--- src/rtl/wdog_pkg.sv ---
package wdog_pkg;

    localparam int unsigned WARN_STAGES = 3;
    localparam int unsigned WARN_W      = 2;

    typedef logic [WARN_W-1:0] warn_cnt_t;

    typedef enum logic {
        ST_WATCH = 1'b0,
        ST_ALARM = 1'b1
    } wd_state_e;

    typedef struct packed {
        logic      pulse;
        warn_cnt_t count;
        wd_state_e state;
    } wd_status_t;

    function automatic warn_cnt_t count_step(input warn_cnt_t c);
        return c + warn_cnt_t'(1);
    endfunction

    function automatic logic is_last_stage(input warn_cnt_t c);
        return c == warn_cnt_t'(WARN_STAGES - 1);
    endfunction

endpackage

--- src/rtl/idle_timer.sv ---
module idle_timer #(
    parameter int unsigned IDLE_CYCLES = 1024
) (
    input  logic clk,
    input  logic rst,
    input  logic run_i,
    input  logic restart_i,
    output logic expire_o
);
    localparam int unsigned CW = (IDLE_CYCLES > 2) ? $clog2(IDLE_CYCLES) : 1;
    localparam logic [CW-1:0] LAST = CW'(IDLE_CYCLES - 1);

    logic [CW-1:0] cnt_q;

    always_comb expire_o = run_i && !restart_i && (cnt_q == LAST);

    always_ff @(posedge clk) begin
        if (rst || restart_i) begin
            cnt_q <= '0;
        end else if (run_i) begin
            cnt_q <= (cnt_q == LAST) ? '0 : cnt_q + 1'b1;
        end
    end

    // the idle window count never passes its last value
    p_cnt_bound_r3: assert property (@(posedge clk) disable iff (rst)
        cnt_q <= LAST);

    // a restart empties the window on the next edge
    p_restart_r3: assert property (@(posedge clk) disable iff (rst)
        restart_i |=> (cnt_q == '0));

endmodule

--- src/rtl/warn_stage.sv ---
module warn_stage
    import wdog_pkg::*;
(
    input  logic       clk,
    input  logic       rst,
    input  logic       act_i,
    input  logic       svc_i,
    input  logic       expire_i,
    output wd_status_t status_o,
    output logic       run_o
);
    wd_state_e state_q;
    warn_cnt_t count_q;
    logic      pulse_q;

    always_ff @(posedge clk) begin
        if (rst) begin
            state_q <= ST_WATCH;
            count_q <= '0;
            pulse_q <= 1'b0;
        end else begin
            pulse_q <= 1'b0;
            if (svc_i) begin
                state_q <= ST_WATCH;
                count_q <= '0;
            end else if (state_q == ST_ALARM) begin
                state_q <= ST_ALARM;
            end else if (act_i) begin
                count_q <= '0;
            end else if (expire_i) begin
                pulse_q <= 1'b1;
                count_q <= count_step(count_q);
                if (is_last_stage(count_q)) begin
                    state_q <= ST_ALARM;
                end
            end
        end
    end

    always_comb begin
        status_o.pulse = pulse_q;
        status_o.count = count_q;
        status_o.state = state_q;
        run_o          = (state_q == ST_WATCH);
    end

    // warnings never last two cycles
    p_pulse_single_r5: assert property (@(posedge clk) disable iff (rst)
        pulse_q |=> !pulse_q);

    // alarm always reports three warnings
    p_alarm_count_r6: assert property (@(posedge clk) disable iff (rst)
        (state_q == ST_ALARM) |-> (count_q == warn_cnt_t'(WARN_STAGES)));

    // only service leaves the alarm
    p_alarm_sticky_r7: assert property (@(posedge clk) disable iff (rst)
        ((state_q == ST_ALARM) && !svc_i) |=> ((state_q == ST_ALARM) && !pulse_q));

    // activity outside the alarm clears the warning count
    p_act_clears_r4: assert property (@(posedge clk) disable iff (rst)
        (act_i && !svc_i && (state_q == ST_WATCH)) |=> (count_q == '0));

    // service returns to watching with no warnings
    p_service_r8: assert property (@(posedge clk) disable iff (rst)
        svc_i |=> ((state_q == ST_WATCH) && (count_q == '0) && !pulse_q));

endmodule

--- src/rtl/idle_escalation_wdog.sv ---
module idle_escalation_wdog
    import wdog_pkg::*;
#(
    parameter int unsigned IDLE_CYCLES = 1024
) (
    input  logic       clk,
    input  logic       rst,
    input  logic       bus_active_i,
    input  logic       service_i,
    output logic       warn_pulse_o,
    output logic [1:0] warn_count_o,
    output logic       alarm_o
);
    logic       expire;
    logic       run;
    wd_status_t status;

    idle_timer #(.IDLE_CYCLES(IDLE_CYCLES)) u_timer (
        .clk       (clk),
        .rst       (rst),
        .run_i     (run),
        .restart_i (bus_active_i || service_i),
        .expire_o  (expire)
    );

    warn_stage u_stage (
        .clk      (clk),
        .rst      (rst),
        .act_i    (bus_active_i),
        .svc_i    (service_i),
        .expire_i (expire),
        .status_o (status),
        .run_o    (run)
    );

    always_comb begin
        warn_pulse_o = status.pulse;
        warn_count_o = status.count;
        alarm_o      = (status.state == ST_ALARM);
    end

    // a warning only ever follows an expired window
    p_pulse_cause_r2: assert property (@(posedge clk) disable iff (rst)
        warn_pulse_o |-> $past(expire));

endmodule

--- config.mk ---
export PLATFORM = sky130hd
export DESIGN_NAME = idle_escalation_wdog
export DESIGN_NICKNAME = d
export VERILOG_FILES = /design/src/rtl/wdog_pkg.sv /design/src/rtl/idle_timer.sv /design/src/rtl/warn_stage.sv /design/src/rtl/idle_escalation_wdog.sv
export SDC_FILE = /design/constraint.sdc
export NUM_CORES = 1
export LEC_CHECK = 0
export BUFFER_PORTS_ARGS = -buffer_cell sky130_fd_sc_hd__buf_4
export CAP_MARGIN = 20
export CORE_AREA = 3 3 40 42
export CTS_CLUSTER_SIZE = 16
export DETAILED_ROUTE_END_ITERATION = 8
export DIE_AREA = 0 0 43 45
export PLACE_DENSITY = 0.73
export SYNTH_ARGS = -nofsm -noshare
export SYNTH_HDL_FRONTEND = slang
export SYNTH_SLANG_ARGS = --single-unit
--- constraint.sdc ---
create_clock -name clk -period 5.2 [get_ports clk]
set_input_delay 0.78 -clock clk [delete_from_list [all_inputs] [get_ports clk]]
set_output_delay 0.78 -clock clk [all_outputs]
set_load 0.05 [all_outputs]
==> flow_metrics.env <==
export IMPL_status="finished clean"
export IMPL_switching_power_mw=0.0374
export IMPL_switching_share=0.214
export IMPL_pwr_share_seq=0.618
export IMPL_fillers=102
export IMPL_worstPathArrival_ps=2130
export IMPL_r2r_setup_slack_ps=3370
export IMPL_grt_max_degree=12
export IMPL_leakage_nw=0.304
export IMPL_ant_nets=0
export IMPL_fin_skew_ps=1.63
export IMPL_portBuffers=7
export IMPL_die_w_um=43
export IMPL_crit_path_start_kind="input pin"
export IMPL_cts_sinks=14
export IMPL_dr_wl_met2_um=580
export IMPL_dr_pass1_iters=4
export IMPL_via_per_inst=5.78
export IMPL_grt_pass1_wl_mm=2.42
export IMPL_ys_flop_type="dfxtp_1"
export IMPL_grt_usage=0.171
export IMPL_path_max_fanout=7
export IMPL_min_path_type="reg2reg"
export IMPL_r2r_end="u_stage.count_q[1]$_SDFFE_PP0P_"
export IMPL_numCtsBuffers=3
export IMPL_post_cts_buffers=0
export IMPL_gr_total_overflow=0
export IMPL_syn_inst=75
export IMPL_slew_violations=0
export IMPL_dp_hpwl_um=956
export IMPL_rr_worst_depth=5
export IMPL_coreArea_um2=1280
export IMPL_wl_met3_um=65
export IMPL_power_total_mw=0.175
export IMPL_synthesis_area_um2=701
export IMPL_cts_tree="built"
export IMPL_ys_seq_area_frac=0.400
export IMPL_clkTransAtPathRegs_ps=80
export IMPL_antenna_found_initial=0
export IMPL_synth_cell_type_count=31
export IMPL_setup_viol_count_final=0
export IMPL_areaGrowthSynthToFinish_pct=10.0
export IMPL_layout_drive_gt1_share=0.210
export IMPL_wl_per_cell_um=13.5
export IMPL_cts_buffer_depth=2
export IMPL_htreeDepth=1
export IMPL_power_density_nw_per_um2=227
export IMPL_whs_ps=482
export IMPL_holdPathStages=2
export IMPL_clkPwrFrac=0.345
export IMPL_num_rows=13
export IMPL_tns_ps=0
export IMPL_min_period_ps=1920
export IMPL_combPwrFrac=0.037
export IMPL_worst_slew_pin_transition_ps=557
export IMPL_postCtsResizedCells=0
export IMPL_clock_fmax_ghz=0.521
export IMPL_initial_core_util=0.545
export IMPL_min_from="u_timer.cnt_q[1]$_SDFFE_PP0N_"
export IMPL_vias=555
export IMPL_clock_latency_ps=280
export IMPL_yosysWarnings=0
export IMPL_synthesis_nets=81
export IMPL_ios=8
export IMPL_nets=89
export IMPL_peakVddDrop_v=0.000138
export IMPL_ys_ff_latch=14
export IMPL_synth_edf_count=0
export IMPL_critical_path_required_ps=5410
export IMPL_path_class="in2reg"
export IMPL_die_y_um=45
export IMPL_die_area_um2=1940
export IMPL_highest_layer="met4"
export IMPL_avgSynthCellArea_um2=9.34
export IMPL_crit_path_end_kind="flop"
export IMPL_final_cell_mix="dfxtp_1, nand3_1, buf_4"
export IMPL_grt_pass1_vias=559
export IMPL_wl_met1_um=591
export IMPL_drcViolationCount=0
export IMPL_finalHoldViolations=0
export IMPL_synthArstFlopShare=0
export IMPL_root_buffer="clkbuf_4"
export IMPL_cap_viol_max_count=0
export IMPL_drt_initial_drc_count=7
export IMPL_intPower_mw=0.137
export IMPL_finalWirelength_mm=1.30
export IMPL_design_area_um2=771
export IMPL_dpl_cell_area_um2=748
export IMPL_hold_end="u_timer.cnt_q[1]$_SDFFE_PP0N_"
export IMPL_fin_crit_sh=0.369
export IMPL_reg2reg_from="u_timer.cnt_q[0]$_SDFFE_PP0N_"
export IMPL_mostFrequentLayoutCell="dfxtp_1"
export IMPL_n_antenna_cell=0
export IMPL_slew_headroom=0.626
export IMPL_ctsHoldBuffers=0
export IMPL_gp_congestion=0.775
export IMPL_rsz0062_at_grt="false"
## cells by family after synthesis
group / Yosys count / share of synthesized area
simple gates: 39 / 0.359
compound gates: 7 / 0.0571
mux: 1 / 0.0214
flops: 14 / 0.400
fa+ha+maj: 2 / 0.0357
buf+inv: 5 / 0.0393
xor+xnor: 7 / 0.0875
## through the flow
stage,setup slack (ps),utilization,cells
finish,3280,0.600,96
detailed placement,2990,0.582,93
CTS,3280,0.600,96
floorplan,3210,-,75
global route,3250,0.600,96
global placement,3050,0.582,93
## power by group through the flow
stage | sequential (mW) | combinational (mW) | clock (mW)
after floorplan | 0.110 | 0.00284 | 0
after global placement | 0.110 | 0.00619 | 0
after detailed placement | 0.110 | 0.00650 | 0
after CTS | 0.108 | 0.00652 | 0.0631
after global routing | 0.108 | 0.00749 | 0.0695
final | 0.108 | 0.00648 | 0.0603
## worst max-delay path by stage
| stage | from | to | slack (ps) |
|---|---|---|---|
| final | service_i | u_stage.count_q[1]$_SDFFE_PP0P_ | 3280 |
| after global routing | service_i | u_stage.count_q[1]$_SDFFE_PP0P_ | 3250 |
| after detailed placement | service_i | u_stage.count_q[1]$_SDFFE_PP0P_ | 2990 |
| after CTS | service_i | u_stage.count_q[1]$_SDFFE_PP0P_ | 3280 |
| after floorplan | service_i | u_stage.count_q[1]$_SDFFE_PP0P_ | 3210 |
| after global placement | service_i | u_stage.count_q[1]$_SDFFE_PP0P_ | 3050 |
## routing by layer
metal,up-vias,global-route usage
met2,14,0.263
met5,-,0
met4,0,0.145
li1,284,-
met1,250,0.205
met3,7,0.0359
## cells in the mapped netlist, types with 2 or more instances
master,instances,area share
nor3_1,6,0.043
nor2_1,6,0.032
and4b_1,2,0.029
nand2_1,4,0.021
xnor2_1,3,0.038
dfxtp_1,14,0.40
or3_1,2,0.018
a21oi_1,4,0.029
ha_1,2,0.036
clkbuf_1,2,0.011
xor2_1,4,0.050
nand3_1,7,0.050
## state kept, by name, indices dropped and copies added, names as in the netlist
register / flops
u_stage.count_q: 2
u_stage.pulse_q: 1
u_timer.cnt_q: 10
u_stage.state_q: 1
## layout make-up
cell class / instances / area (um^2) / share of cell area
multi-input cells: 56 / 393 / 0.510
flip-flops and latches: 14 / 280 / 0.364
repair buffers: 7 / 52.6 / 0.0682
clock buffers: 3 / 22.5 / 0.0292
well taps: 15 / 18.8 / 0.0244
inverters: 1 / 3.75 / 0.00487
## worst max-delay path, cell delays in order
cell and delay, ps:
buf_4 140, or2_0 230, or4_4 560, mux2_4 320, nor3_2 100
Note: power is estimated with default switching activity, not from simulation.
